**src/rtl/txpm_pkg.sv**
```systemverilog
package txpm_pkg;

  typedef enum logic [1:0] {
    SPACE_MAC  = 2'd0,
    SPACE_CCK  = 2'd1,
    SPACE_OFDM = 2'd2
  } wr_space_e;

  localparam int unsigned COEF_TAPS       = 8;
  localparam int unsigned SPLIT_DIV       = 6;
  localparam int unsigned LEVEL_CEIL      = 35;
  localparam int unsigned CCK_MAX_NARROW  = 11;
  localparam int unsigned CCK_MAX_WIDE    = 35;
  localparam int unsigned OFDM_MIN_NARROW = 10;
  localparam int unsigned OFDM_MAX_NARROW = 25;
  localparam int unsigned OFDM_MIN_WIDE   = 0;
  localparam int unsigned OFDM_MAX_WIDE   = 35;

  // Limit a CCK request to the board's ceiling.
  function automatic logic [5:0] cck_effective(input int unsigned lvl, input logic narrow);
    int unsigned top;
    top = narrow ? CCK_MAX_NARROW : CCK_MAX_WIDE;
    return 6'((lvl > top) ? top : lvl);
  endfunction

  // Two-stage OFDM adjustment: offset-or-saturate, then global ceiling.
  function automatic logic [5:0] ofdm_effective(input int unsigned lvl, input logic narrow);
    int unsigned lo, hi, v;
    lo = narrow ? OFDM_MIN_NARROW : OFDM_MIN_WIDE;
    hi = narrow ? OFDM_MAX_NARROW : OFDM_MAX_WIDE;
    if (lvl > (hi - lo)) v = hi;
    else                 v = lvl + lo;
    if (v > LEVEL_CEIL)  v = LEVEL_CEIL;
    return 6'(v);
  endfunction

  function automatic logic [2:0] coarse_of(input logic [5:0] v);
    return 3'(v / 6'(SPLIT_DIV));
  endfunction

  function automatic logic [2:0] fine_of(input logic [5:0] v);
    return 3'(v % 6'(SPLIT_DIV));
  endfunction

  // Coarse gain step table; the programmed byte is this value halved.
  function automatic logic [7:0] gain_step(input logic [2:0] c);
    case (c)
      3'd0:    return 8'h02;
      3'd1:    return 8'h06;
      3'd2:    return 8'h0E;
      3'd3:    return 8'h1E;
      3'd4:    return 8'h3E;
      default: return 8'h7E;
    endcase
  endfunction

  function automatic logic [7:0] ofdm_fine_byte(input logic [2:0] f);
    case (f)
      3'd0:    return 8'h80;
      3'd1:    return 8'h90;
      3'd2:    return 8'hA2;
      3'd3:    return 8'hB5;
      3'd4:    return 8'hCB;
      default: return 8'hE4;
    endcase
  endfunction

  // CCK filter rows, tap 0 in the most significant byte.
  function automatic logic [63:0] coef_row_std(input logic [2:0] f);
    case (f)
      3'd0:    return 64'h18_17_15_11_0C_08_04_02;
      3'd1:    return 64'h1B_1A_17_13_0E_09_04_02;
      3'd2:    return 64'h1F_1E_1A_15_10_0A_05_02;
      3'd3:    return 64'h22_21_1D_18_11_0B_06_02;
      3'd4:    return 64'h26_25_21_1B_14_0D_06_03;
      default: return 64'h2B_2A_25_1E_16_0E_07_03;
    endcase
  endfunction

  function automatic logic [63:0] coef_row_narrowband(input logic [2:0] f);
    case (f)
      3'd0:    return 64'h18_17_15_0C_00_00_00_00;
      3'd1:    return 64'h1B_1A_17_0E_00_00_00_00;
      3'd2:    return 64'h1F_1E_1A_0F_00_00_00_00;
      3'd3:    return 64'h22_21_1D_11_00_00_00_00;
      3'd4:    return 64'h26_25_21_13_00_00_00_00;
      default: return 64'h2B_2A_25_15_00_00_00_00;
    endcase
  endfunction

endpackage

```
**src/rtl/txpm_level_split.sv**
```systemverilog
module txpm_level_split
  import txpm_pkg::*;
#(
  parameter int unsigned LEVEL_W = 8
) (
  input  logic               board_narrow,
  input  logic [LEVEL_W-1:0] cck_level,
  input  logic [LEVEL_W-1:0] ofdm_level,
  output logic [2:0]         cck_coarse,
  output logic [2:0]         cck_fine,
  output logic [2:0]         ofdm_coarse,
  output logic [2:0]         ofdm_fine
);

  logic [5:0] cck_eff;
  logic [5:0] ofdm_eff;

  always_comb begin
    cck_eff     = cck_effective(32'(cck_level), board_narrow);
    ofdm_eff    = ofdm_effective(32'(ofdm_level), board_narrow);
    cck_coarse  = coarse_of(cck_eff);
    cck_fine    = fine_of(cck_eff);
    ofdm_coarse = coarse_of(ofdm_eff);
    ofdm_fine   = fine_of(ofdm_eff);
  end

endmodule

```
**src/rtl/txpm_byte_tables.sv**
```systemverilog
module txpm_byte_tables
  import txpm_pkg::*;
(
  input  logic [2:0] cck_coarse,
  input  logic [2:0] cck_fine,
  input  logic [2:0] ofdm_coarse,
  input  logic [2:0] ofdm_fine,
  input  logic       use_narrowband,
  output logic [7:0] cck_gain,
  output logic [7:0] ofdm_gain,
  output logic [7:0] ofdm_power,
  output logic [7:0] coef [COEF_TAPS]
);

  logic [63:0] row_std;
  logic [63:0] row_nb;

  always_comb begin
    cck_gain   = gain_step(cck_coarse) >> 1;
    ofdm_gain  = gain_step(ofdm_coarse) >> 1;
    ofdm_power = ofdm_fine_byte(ofdm_fine);
    row_std    = coef_row_std(cck_fine);
    row_nb     = coef_row_narrowband(cck_fine);
  end

  for (genvar k = 0; k < COEF_TAPS; k++) begin : g_tap
    localparam int unsigned HI = 63 - 8 * k;
    assign coef[k] = use_narrowband ? row_nb[HI -: 8] : row_std[HI -: 8];
  end

endmodule

```
**src/rtl/txpm_seq.sv**
```systemverilog
module txpm_seq #(
  parameter int unsigned WAIT_CYCLES = 100000,
  parameter int unsigned CCK_WRITES  = 9,
  parameter int unsigned ALL_WRITES  = 15
) (
  input  logic       clk,
  input  logic       rst_n,
  input  logic       start,
  input  logic       wr_ack,
  output logic       wr_req,
  output logic [3:0] step,
  output logic       load,
  output logic       busy,
  output logic       done
);

  localparam int unsigned CNT_W = $clog2(WAIT_CYCLES + 1);

  typedef enum logic [1:0] {S_IDLE, S_WRITE, S_PAUSE, S_DONE} seq_state_e;

  seq_state_e       state;
  logic [CNT_W-1:0] pause_cnt;
  logic             phase_last;
  logic             pause_over;

  assign phase_last = (step == 4'(CCK_WRITES - 1)) || (step == 4'(ALL_WRITES - 1));
  assign pause_over = (pause_cnt == CNT_W'(WAIT_CYCLES - 1));

  assign wr_req = (state == S_WRITE);
  assign busy   = (state != S_IDLE);
  assign done   = (state == S_DONE);
  assign load   = (state == S_IDLE) && start;

  always_ff @(posedge clk or negedge rst_n) begin
    if (!rst_n) begin
      state     <= S_IDLE;
      step      <= '0;
      pause_cnt <= '0;
    end else begin
      case (state)
        S_IDLE: begin
          if (start) begin
            step  <= '0;
            state <= S_WRITE;
          end
        end
        S_WRITE: begin
          if (wr_ack) begin
            step <= step + 4'd1;
            if (phase_last) begin
              pause_cnt <= '0;
              state     <= S_PAUSE;
            end
          end
        end
        S_PAUSE: begin
          if (pause_over) begin
            state <= (step == 4'(ALL_WRITES)) ? S_DONE : S_WRITE;
          end else begin
            pause_cnt <= pause_cnt + 1'b1;
          end
        end
        default: state <= S_IDLE;
      endcase
    end
  end

endmodule

```
**src/rtl/txpm_power_mapper.sv**
```systemverilog
module txpm_power_mapper
  import txpm_pkg::*;
#(
  parameter int unsigned LEVEL_W        = 8,
  parameter int unsigned WAIT_CYCLES    = 100000,
  parameter logic [7:0]  CCK_GAIN_ADDR  = 8'h9D,
  parameter logic [7:0]  OFDM_GAIN_ADDR = 8'h9E,
  parameter logic [3:0]  ALT_CHANNEL    = 4'd14
) (
  input  logic               clk,
  input  logic               rst_n,
  input  logic               start,
  input  logic               board_narrow,
  input  logic [3:0]         channel,
  input  logic [LEVEL_W-1:0] cck_level,
  input  logic [LEVEL_W-1:0] ofdm_level,
  output logic               wr_req,
  input  logic               wr_ack,
  output logic [1:0]         wr_space,
  output logic [7:0]         wr_addr,
  output logic [7:0]         wr_data,
  output logic               busy,
  output logic               done
);

  localparam int unsigned CCK_WRITES = 1 + COEF_TAPS;
  localparam int unsigned ALL_WRITES = CCK_WRITES + 6;
  localparam logic [7:0]  COEF_BASE  = 8'h44;

  logic [2:0] cck_coarse_d, cck_fine_d, ofdm_coarse_d, ofdm_fine_d;
  logic [2:0] cck_coarse_q, cck_fine_q, ofdm_coarse_q, ofdm_fine_q;
  logic       ch14_q;
  logic       load;
  logic [3:0] step;
  logic [3:0] tap_idx;
  logic       wr_fire;
  logic [7:0] cck_gain, ofdm_gain, ofdm_power;
  logic [7:0] coef [COEF_TAPS];
  wr_space_e  space_sel;

  assign wr_fire = wr_req && wr_ack;

  txpm_level_split #(.LEVEL_W(LEVEL_W)) split_i (
    .board_narrow (board_narrow),
    .cck_level    (cck_level),
    .ofdm_level   (ofdm_level),
    .cck_coarse   (cck_coarse_d),
    .cck_fine     (cck_fine_d),
    .ofdm_coarse  (ofdm_coarse_d),
    .ofdm_fine    (ofdm_fine_d)
  );

  always_ff @(posedge clk or negedge rst_n) begin
    if (!rst_n) begin
      cck_coarse_q  <= '0;
      cck_fine_q    <= '0;
      ofdm_coarse_q <= '0;
      ofdm_fine_q   <= '0;
      ch14_q        <= 1'b0;
    end else if (load) begin
      cck_coarse_q  <= cck_coarse_d;
      cck_fine_q    <= cck_fine_d;
      ofdm_coarse_q <= ofdm_coarse_d;
      ofdm_fine_q   <= ofdm_fine_d;
      ch14_q        <= (channel == ALT_CHANNEL);
    end
  end

  txpm_byte_tables tables_i (
    .cck_coarse     (cck_coarse_q),
    .cck_fine       (cck_fine_q),
    .ofdm_coarse    (ofdm_coarse_q),
    .ofdm_fine      (ofdm_fine_q),
    .use_narrowband (ch14_q),
    .cck_gain       (cck_gain),
    .ofdm_gain      (ofdm_gain),
    .ofdm_power     (ofdm_power),
    .coef           (coef)
  );

  txpm_seq #(
    .WAIT_CYCLES (WAIT_CYCLES),
    .CCK_WRITES  (CCK_WRITES),
    .ALL_WRITES  (ALL_WRITES)
  ) seq_i (
    .clk    (clk),
    .rst_n  (rst_n),
    .start  (start),
    .wr_ack (wr_ack),
    .wr_req (wr_req),
    .step   (step),
    .load   (load),
    .busy   (busy),
    .done   (done)
  );

  // Write list: step number selects target, address and byte.
  assign tap_idx = step - 4'd1;

  always_comb begin
    space_sel = SPACE_OFDM;
    wr_addr   = 8'h00;
    wr_data   = 8'h00;
    case (step)
      4'd0: begin
        space_sel = SPACE_MAC;
        wr_addr   = CCK_GAIN_ADDR;
        wr_data   = cck_gain;
      end
      4'd1, 4'd2, 4'd3, 4'd4, 4'd5, 4'd6, 4'd7, 4'd8: begin
        space_sel = SPACE_CCK;
        wr_addr   = COEF_BASE + {5'd0, tap_idx[2:0]};
        wr_data   = coef[tap_idx[2:0]];
      end
      4'd9:  begin wr_addr = 8'h02; wr_data = 8'h42; end
      4'd10: begin wr_addr = 8'h06; wr_data = 8'h00; end
      4'd11: begin wr_addr = 8'h08; wr_data = 8'h00; end
      4'd12: begin
        space_sel = SPACE_MAC;
        wr_addr   = OFDM_GAIN_ADDR;
        wr_data   = ofdm_gain;
      end
      4'd13: begin wr_addr = 8'h05; wr_data = ofdm_power; end
      4'd14: begin wr_addr = 8'h07; wr_data = ofdm_power; end
      default: begin wr_addr = 8'h00; wr_data = 8'h00; end
    endcase
  end

  assign wr_space = space_sel;

endmodule

```
**config.mk**
```make
export PLATFORM = sky130hd
export DESIGN_NAME = txpm_power_mapper
export DESIGN_NICKNAME = d
export VERILOG_FILES = /design/src/rtl/txpm_pkg.sv /design/src/rtl/txpm_level_split.sv /design/src/rtl/txpm_byte_tables.sv /design/src/rtl/txpm_seq.sv /design/src/rtl/txpm_power_mapper.sv
export SDC_FILE = /design/constraint.sdc
export NUM_CORES = 1
export LEC_CHECK = 0
export ABC_CLOCK_PERIOD_IN_PS = 3800
export BUFFER_PORTS_ARGS = -buffer_cell sky130_fd_sc_hd__buf_2
export CAP_MARGIN = 15
export CORE_MARGIN = 3
export CORE_UTILIZATION = 55
export CTS_CLUSTER_DIAMETER = 200
export DETAILED_ROUTE_END_ITERATION = 10
export HOLD_SLACK_MARGIN = 0.12
export PLACE_DENSITY_LB_ADDON = 0.05
export SYNTH_ARGS = -nofsm -noshare
export SYNTH_HDL_FRONTEND = slang
export SYNTH_HIERARCHICAL = 1
export SYNTH_SLANG_ARGS = --single-unit
```
**constraint.sdc**
```tcl
create_clock -name clk -period 3.8 [get_ports clk]
set_input_delay 0.95 -clock clk [delete_from_list [all_inputs] [get_ports clk]]
set_output_delay 0.95 -clock clk [all_outputs]
set_load 0.02 [all_outputs]
```
Yosys cells after proc, flatten, opt, wreduce, memory -nomap -nowiden
Cells that the tools add are included.
{ "classes": {"bitwise": 1, "eq_ne": 41, "n_lt_le_gt_ge": 4, "div": 4, "n_addsub": 6, "muxes": 38, "reduce_logical": 17} }
{ "op_table": {"columns": ["op", "count"], "rows": [
  ["$pmux W62 S5", 2],
  ["$pmux W7 S5", 3],
  ["$mux W8", 9],
  ["$pmux W8 S8", 1],
  ["$mux W17", 3],
  ["$pmux W8 S5", 1],
  ["$eq A4 B4 Y1 const B", 9],
  ["$pmux W17 S2", 1],
  ["$add A8 B32 Y32", 1],
  ["$gt A32 B6 Y1 const B", 1],
  ["$gt A8 B32 Y1", 1],
  ["$mux W32", 1],
  ["$sub A32 B32 Y32", 1],
  ["$mux W6", 5],
  ["$bmux W8 S3", 1],
  ["$eq A3 B2 Y1 const B", 8],
  ["$add A17 B1 Y17 const B", 1],
  ["$eq A17 B17 Y1 const B", 1],
  ["$eq A4 B3 Y1 const B", 4],
  ["$div A6 B3 Y6 const B", 2],
  ["$eq A3 B1 Y1 const B", 4],
  ["$eq A3 B3 Y1 const B", 4],
  ["$logic_not A3 Y1", 4],
  ["$mod A6 B3 Y6 const B", 2],
  ["other kinds (26)", 41]
]} }
{ "totals": {"output_inout_bits": 21, "word_cells": 119, "input_bits": 25, "ff_bits": 36} }

Logic depth before layout (Yosys ltp)
Gate-level depths: netlist (run 1).
{ "logic_depth": {"word_depth": 7, "mapped_depth": 18, "ltp_nobuf": 17} }

Cells and area by module
The synthesis (run 1) kept the hierarchy.
{ "by_module_without_submodules": {"columns": ["mod", "cells_per_inst", "instances", "area_per_inst_um2", "seq_area_each_um2"], "rows": [
  ["txpm_power_mapper", 137, 1, 1430.1, 325.3],
  ["txpm_seq", 144, 1, 1430.1, 575.6],
  ["txpm_level_split", 135, 1, 948.4, 0.0],
  ["txpm_byte_tables", 115, 1, 743.2, 0.0]
]} }

Worst setup path after synthesis (run 1)
Ideal clock, no wire load.
{ "synth_path": {"kind": "input-to-reg", "startpoint": "input port board_narrow", "endpoint": "register ofdm_coarse_q[1]", "t_arrival_ns": 4.515, "setup_slack_ns": -0.839, "setup_ns": 0.125, "t_required_ns": 3.675, "n_path_buf": 1, "path_stages": 18, "path_cell_list": "ha_1 > ha_1 > nand4b_1 > or3_1 > a211o_1 > buf_6 > o31ai_1 > ha_1 > nand2b_1 > nor4_2 > nor3_1 > a21oi_1 > o21ai_0 > ha_1 > o32a_2 > or2_1 > a21o_1 > mux2_2"} }
{ "synth_via": {"elab_chain_len": 7, "elab_cells_between_ends": 9, "cone_classes": "add/sub: 2; div: 1; order compare: 2; mux: 4"} }
{ "synth_lines": {"columns": ["item", "line", "rtl"], "rows": [
  ["start, declared", "txpm_power_mapper.sv:13", "input logic board_narrow,"],
  ["$mux W6 or $mux W4 (tied branches)", "txpm_pkg.sv:30, txpm_pkg.sv:29", null],
  ["$sub A32 B32 Y32", "txpm_pkg.sv:31", "if (lvl > (hi - lo)) v = hi;"],
  ["$gt A8 B32 Y1", "txpm_pkg.sv:31", null],
  ["$mux W32 *", "txpm_pkg.sv:31", null],
  ["$gt A32 B6 Y1", "txpm_pkg.sv:33", "if (v > LEVEL_CEIL) v = LEVEL_CEIL;"],
  ["$mux W6 *", "txpm_pkg.sv:33", null],
  ["$div A6 B3 Y6 *", "txpm_pkg.sv:38", "return 3'(v / 6'(SPLIT_DIV));"],
  ["net ofdm_coarse_d[1]", "txpm_power_mapper.sv:30", "logic [2:0] cck_coarse_d, cck_fine_d, ofdm_coarse_d, ofdm_fine_d;"],
  ["end signal, assigned", "txpm_power_mapper.sv:63", "ofdm_coarse_q <= ofdm_coarse_d;"],
  ["end, declared", "txpm_power_mapper.sv:31", "logic [2:0] cck_coarse_q, cck_fine_q, ofdm_coarse_q, ofdm_fine_q;"]
]} }
Mark *: on every way through the listed nets, which the timed path passes. The rest lies on a longest branch.
A chain may end at the register's enable or synchronous reset.

Final worst setup path (run 1)
Ends and elaborated chain as after synthesis.

==> metrics.md, run 1 <==
| Metric | Value |
|---|---|
| Post-DRT Antenna Nets | `0` |
| Area growth syn-to-layout | `8.69%` |
| Post-synthesis sequential area ratio | `19.8%` |
| R2R cell count | `7` |
| WP data required | `3.98 ns` |
| Clock H-tree levels | `2` |
| Final Critical Period | `4.15 ns` |
| RePlAce Congestion | `0.855` |
| Root buf cell | `clkbuf_8` |
| Routed WL per cell | `14.5 um` |
| NetSw | `1.72 mW` |
| Chip width | `97.0 um` |
| Setup ws final | `-0.348 ns` |
| Grt ovf | `0` |
| Hold_buf cts | `0` |
| Gr usage total | `20.5%` |
| Initial DRC count | `220` |
| Cell variety after synth | `81` |
| Die H | `97.0 um` |
| Max-Cap Viols | `0` |
| Avg Inst Size Synth | `8.57 um^2` |
| Dpl ws | `-0.775 ns` |
| DR pass1 iterations | `5` |
| Failing checks | `setup timing` |
| CTS Buf Count | `5` |
| Post-synthesis async set-or-reset flop share | `100%` |
| IO Pins | `46` |
| Worst Hold Path EP | `seq_i/pause_cnt[16]` |
| CTS tree | `yes` |
| Top sig layer | `met4` |
| Core ar. | `7890 um^2` |
| LEAKAGE | `2.20 nW` |
| Post-synth EDFFs | `0` |
| Vias in the first global route | `3578` |
| Synth Cell Area | `4550 um^2` |
| Die Footprint | `9400 um^2` |
| R2R Setup Slk | `1.44 ns` |
| Relative slew slack | `46.7%` |
| Row count | `32` |
| Leading cell type in the layout, fill and taps excluded | `buf_2` |
| Final core utilization | `62.7%` |
| Status | `finished, violations left` |
| Synth top area cells | `dfrtp_1, buf_4, mux2_2` |
| Reg clk slew, reported paths | `0.08 ns` |
| Post-Route WL | `9.70 mm` |
| Initial core utilization | `57.7%` |
| Residual DRC | `0` |
| Filler Cell Count | `718` |
| Clock latency on the worst-skew pair | `0.29 ns` |
| R2r endpoint | `seq_i/pause_cnt[0]` |
| Via count | `3887` |
| Largest net degree at the start of global routing | `37` |
| Yosys warnings | `6` |
| Layout cell share with drive strength beyond 1 | `28.1%` |
| Routed length on met1 | `4.76 mm` |
| Top cell type's share of synthesized area | `19.8%` |
| RSZ-0062 raised after global routing | `yes` |
| Most frequent cells in the layout | `buf_2, dfrtp_1, conb_1, nor2_1, buf_4` |
| Sw frac | `48.6%` |
| R2R Path Start | `seq_i/step[0]` |
| Crit start category | `input pin` |
| Global-route wire length before repair | `16.7 mm` |
| Post-synthesis instance total | `531` |
| Ant diodes | `0` |
| Clock Power Share | `9.5%` |
| Critical setup path kind | `input pin to flop` |
| Crit path DAT | `4.33 ns` |
| Worst VDD drop | `284 uV` |
| Final period utilization | `109%` |
| HPWL Detailed | `7.27 mm` |
| Final Slew Violations | `0` |
| Clock sink total | `36` |
| Met3 wire length | `369 um` |
| PwrDens | `713 nW/um^2` |
| Hold path depth | `1` |
| Pwr Total | `3.53 mW` |
| Met2 wire len | `4.49 mm` |
| Min-delay src | `seq_i/pause_cnt[16]` |
| Yosys reg bits | `36` |
| Via/cell ratio | `5.82` |
| Gate power share | `69.4%` |
| Clock Tree Buf Depth | `2` |
| Share of power burned in registers | `21.1%` |
| Port bufs | `44` |
| P_int | `1.81 mW` |
| Endpoint class of the critical path | `flop` |
| Worst min path class | `flop to flop` |
| CP max FO | `5` |
| Synth area leader | `dfrtp_1` |
| Worst slew pin tran | `0.800 ns` |
| Highest clock rate | `0.241 GHz` |
| Max Clock Skew | `0.00890 ns` |
| Final-report hold violation count | `0` |
| Nets@finish | `609` |
| Setup violators final | `4` |
| Fin Hold WS | `0.545 ns` |
| Ys flop type | `dfrtp_1` |
| Initial antenna violation count | `0` |
layer usage:
layer	track usage [%]	up-vias
li1	-	1963
met5	0	-
met2	33.2	74
met4	3.13	0
met1	29.9	1840
met3	2.60	10
registers in the layout, indices dropped and copies added (netlist names):
| register | cells |
|---|---|
| ch14_q | 1 |
| cck_fine_q | 3 |
| seq_i/pause_cnt | 17 |
| ofdm_fine_q | 3 |
| cck_coarse_q | 3 |
| seq_i/step | 4 |
| ofdm_coarse_q | 3 |
| seq_i/state | 2 |
logic make-up (layout without fill, tap and decap cells):
kind of cell,Yosys count,in the layout,share of synthesized area [%]
mux,52,52,14.4
buf+inv,97,100,12.8
compound gates,139,139,22.2
flops,36,36,19.8
fa+ha+maj,19,19,5.22
other cells,3,35,0.247
simple gates,170,170,22.5
xor+xnor,15,15,2.89
worst max-delay path by stage:
stage,startpoint,to,cells past startpoint
global route,board_narrow,ofdm_fine_q[1],19
finish,board_narrow,ofdm_coarse_q[1],18
global placement,board_narrow,ofdm_coarse_q[1],18
detailed placement,board_narrow,ofdm_coarse_q[1],18
floorplan,board_narrow,ofdm_coarse_q[1],18
CTS,ofdm_level[1],ofdm_coarse_q[1],18
metrics by stage:
step	TNS, ns	instances	cell area (um^2)
floorplan	-2.37	563	4730
CTS	-1.25	668	4950
finish	-1.27	668	4950
detailed placement	-3.20	659	4790
global placement	-2.89	659	4790
global route	-2.11	668	4950
cell type report:
cell class / instances / area, um^2 / area share, %
timing repair buffer: 73 / 452 / 9.13
clock buffer: 6 / 72.6 / 1.47
multi-input combinational: 430 / 3280 / 66.4
inverter: 19 / 75.1 / 1.52
sequential: 36 / 901 / 18.2
tap: 102 / 128 / 2.58
clock inverter: 2 / 35.0 / 0.708
worst max-delay path: stages:
cell,delay (ns)
buf_8,0.09
clkinvlp_4,0.09
ha_4,0.22
nand3b_4,0.14
or3_1,0.35
a211o_1,0.34
o31ai_2,0.23
ha_2,0.23
nand2b_4,0.06
nor4_4,0.21
nor3_1,0.10
a21oi_1,0.13
o21ai_1,0.08
ha_2,0.27
o32a_2,0.18
or2_1,0.25
a21o_1,0.15
mux2_2,0.25
power by group through the flow:
stage / Clock (mW) / Sequential (mW) / Combinational, mW
3_3_place_gp: 0 / 0.744 / 2.40
6_report: 0.334 / 0.746 / 2.45
2_1_floorplan: 0 / 0.630 / 2.08
5_1_grt: 0.361 / 0.782 / 2.69
4_1_cts: 0.343 / 0.743 / 2.45
3_5_place_dp: 0 / 0.750 / 2.44
Yosys cell counts, types with 13 or more instances:
library cell  count
mux2_2           23
nand2_1          25
buf_4            46
inv_1            19
dfrtp_1          36
a21oi_1          24
nor2_1           34
o21ai_0          21
clkbuf_1         13
mux2i_1          20
ha_1             19
nand2b_1         20
repair_timing:
item | 4_1_cts | 5_1_grt
resized for setup | 10 | 0
buffers inserted | 1 | 0
pin swaps | 8 | 0
endpoints found under the setup margin | 4 | 4
(Power assumes the default switching activity.)
==> run 2: changes to the inputs <==
- ABC_CLOCK_PERIOD_IN_PS: 3800 -> 3900
- REMOVE_ABC_BUFFERS: default -> 1
- clock period: 3.8 -> 3.9 ns (I/O delays scaled with it)
==> run 2 against run 1 <==
The run still ends with setup timing left. Largest cell class unchanged. Clock power down 2%. Count of clock-buffer cells in the layout down 1. Flip-flop and latch count unchanged. Power down 1.5%. Utilization up 0.94 points. Global-route usage up 0.22 points. Cell area up 1.5%. Sequential power down 2%.
==> metrics.md, run 2 (same netlist as run 1, synthesis figures left out) <==
| Metric | Value |
|---|---|
| Crit start category | `input pin (unchanged)` |
| HPWL Detailed | `7.30 mm (was 7.27 mm)` |
| Final Slew Violations | `0 (unchanged)` |
| CTS tree | `yes (unchanged)` |
| Die H | `97.0 um (unchanged)` |
| Die Footprint | `9400 um^2 (unchanged)` |
| Via/cell ratio | `5.75 (was 5.82)` |
| Gr usage total | `20.8% (was 20.5%)` |
| Max-Cap Viols | `0 (unchanged)` |
| Initial antenna violation count | `0 (unchanged)` |
| IO Pins | `46 (unchanged)` |
| Max reg flops | `17 (unchanged)` |
| Reg clk slew, reported paths | `0.08 ns (about the same)` |
| Clock Power Share | `9.4% (was 9.5%)` |
| Vias in the first global route | `3622 (was 3578)` |
| Routed WL per cell | `14.7 um (was 14.5 um)` |
| Relative slew slack | `46.3% (was 46.7%)` |
| Largest Register | `seq_i/pause_cnt (unchanged)` |
| Setup TNS | `-0.925 ns (was -1.27 ns)` |
| Setup ws final | `-0.287 ns (was -0.348 ns)` |
| CP max FO | `5 (unchanged)` |
| Hold path depth | `1 (unchanged)` |
| Residual DRC | `0 (unchanged)` |
| Sw frac | `48.7% (was 48.6%)` |
| Worst VDD drop | `366 uV (was 284 uV)` |
| Critical setup path kind | `input pin to flop (unchanged)` |
| Chip width | `97.0 um (unchanged)` |
| Final-report hold violation count | `0 (unchanged)` |
| Initial core utilization | `57.7% (unchanged)` |
| DR pass1 iterations | `4 (was 5)` |
| Clock sink total | `36 (unchanged)` |
| R2R cell count | `6 (was 7)` |
| Via count | `3852 (was 3887)` |
| Setup violators final | `4 (unchanged)` |
| LEAKAGE | `2.24 nW (was 2.20 nW)` |
| P_int | `1.78 mW (was 1.81 mW)` |
| Finished layout cell area | `5020 um^2 (was 4950 um^2)` |
| RSZ-0062 raised after global routing | `yes (unchanged)` |
| Worst slew pin tran | `0.806 ns (was 0.800 ns)` |
| Clock latency on the worst-skew pair | `0.29 ns (about the same)` |
| Area growth syn-to-layout | `10.3% (was 8.69%)` |
| Largest regs | `seq_i/pause_cnt (17), seq_i/step (4) (unchanged)` |
| Final period utilization | `107%` |
| Port bufs | `44 (unchanged)` |
| Final Critical Period | `4.19 ns` |
| WP data required | `4.07 ns (was 3.98 ns)` |
| Worst min path class | `flop to flop (unchanged)` |
| Failing checks | `setup timing (unchanged)` |
| Status | `finished, violations left (unchanged)` |
| Leading cell type in the layout, fill and taps excluded | `buf_2 (unchanged)` |
| PwrDens | `692 nW/um^2 (was 713 nW/um^2)` |
| Grt ovf | `0 (unchanged)` |
| Crit path DAT | `4.35 ns (was 4.33 ns)` |
| CTS Buf Count | `5 (unchanged)` |
| Core ar. | `7890 um^2 (unchanged)` |
| Max Clock Skew | `0.0121 ns (was 0.00890 ns)` |
| Endpoint class of the critical path | `flop (unchanged)` |
| Nets@finish | `611 (was 609)` |
| Root buf cell | `clkbuf_8 (unchanged)` |
| Initial DRC count | `228 (was 220)` |
| Placed inst area | `4740 um^2 (was 4790 um^2)` |
| Most frequent cells in the layout | `buf_2, dfrtp_1, conb_1, nor2_1, buf_4 (unchanged)` |
| Fin Hold WS | `0.535 ns (was 0.545 ns)` |
| NetSw | `1.69 mW (was 1.72 mW)` |
| RePlAce Congestion | `0.878 (was 0.855)` |
| Gate power share | `69.6% (was 69.4%)` |
| Layout cell share with drive strength beyond 1 | `28.7% (was 28.1%)` |
| Post-Route WL | `9.87 mm (was 9.70 mm)` |
| Post-DRT Antenna Nets | `0 (unchanged)` |
| Ant diodes | `0 (unchanged)` |
| Clock Tree Buf Depth | `2 (unchanged)` |
| Highest clock rate | `0.239 GHz` |
| Hold_buf cts | `0 (unchanged)` |
| Global-route wire length before repair | `16.9 mm (was 16.7 mm)` |
| Row count | `32 (unchanged)` |
| Share of power burned in registers | `21.0% (was 21.1%)` |
| Largest net degree at the start of global routing | `37 (unchanged)` |
| Final core utilization | `63.7% (was 62.7%)` |
| Clock H-tree levels | `2 (unchanged)` |
==> run 2: cell types whose count changed in the layout (fill, tap and decap cells not counted), sizes merged <==
cell / delta
inv: +1
clkbuf: -1
buf: +2
==> run 2: power groups by stage <==
| stage | combinational, mW | clock [mW] | sequential, mW |
|---|---|---|---|
| 6_report | 2.42 | 0.327 | 0.731 |
| 5_1_grt | 2.63 | 0.360 | 0.760 |
| 4_1_cts | 2.41 | 0.336 | 0.725 |
| 3_5_place_dp | 2.37 | 0 | 0.732 |
| 3_3_place_gp | 2.33 | 0 | 0.727 |
| 2_1_floorplan | 1.75 | 0 | 0.696 |
==> run 2: layer usage <==
metal  routed length, um  GRT usage, %
met1                4790          28.9
met2                4760          34.8
met3                 299          3.10
met4                  25          3.35
met5                   0             0
==> run 2: critical path, stage by stage <==
cell,delay (ns)
buf_8,0.11
ha_4,0.16
ha_4,0.15
nand4b_1,0.15
or3_1,0.31
a211o_1,0.30
o31ai_2,0.21
ha_2,0.24
nand2b_4,0.06
nor4_4,0.23
nor3_1,0.10
a21oi_1,0.14
o21ai_1,0.10
ha_1,0.28
o32a_4,0.20
or2_4,0.24
a21o_1,0.15
mux2_4,0.25
==> run 2: timing repair <==
action,4_1_cts,5_1_grt
pin swaps,15,3
resized for setup,24,9
endpoints found under the setup margin,4,5
setup buffers,1,0
==> run 2: cell type report <==
| class | count | area, um^2 |
|---|---|---|
| timing repair buffer | 75 | 480 |
| tap | 102 | 128 |
| clock buffer | 5 | 68.8 |
| multi-input combinational | 430 | 3330 |
| inverter | 19 | 71.3 |
| fill | 703 | 2870 |
| clock inverter | 3 | 42.5 |
| sequential | 36 | 901 |
==> run 2: worst paths after layout <==
| kind | start | end | slack [ns] |
|---|---|---|---|
| worst max-delay path | board_narrow | ofdm_coarse_q[1] | -0.29 |
| max in group asynchronous | rst_n | cck_coarse_q[2] | 2.61 |
| min in group asynchronous | rst_n | seq_i/step[1] | 0.77 |
| worst min register to register | seq_i/pause_cnt[16] | seq_i/pause_cnt[16] | 0.54 |
| worst max register to register | seq_i/step[0] | seq_i/pause_cnt[7] | 1.83 |
| worst min-delay path | seq_i/pause_cnt[16] | seq_i/pause_cnt[16] | 0.54 |
==> run 2: through the flow <==
step | setup slack (ns) | power [mW] | cells
final | -0.287 | 3.48 | 670
after global routing | -0.409 | 3.75 | 670
after CTS | -0.377 | 3.47 | 670
after detailed placement | -0.822 | 3.10 | 661
after global placement | -0.637 | 3.06 | 661
after floorplan | -0.776 | 2.45 | 485
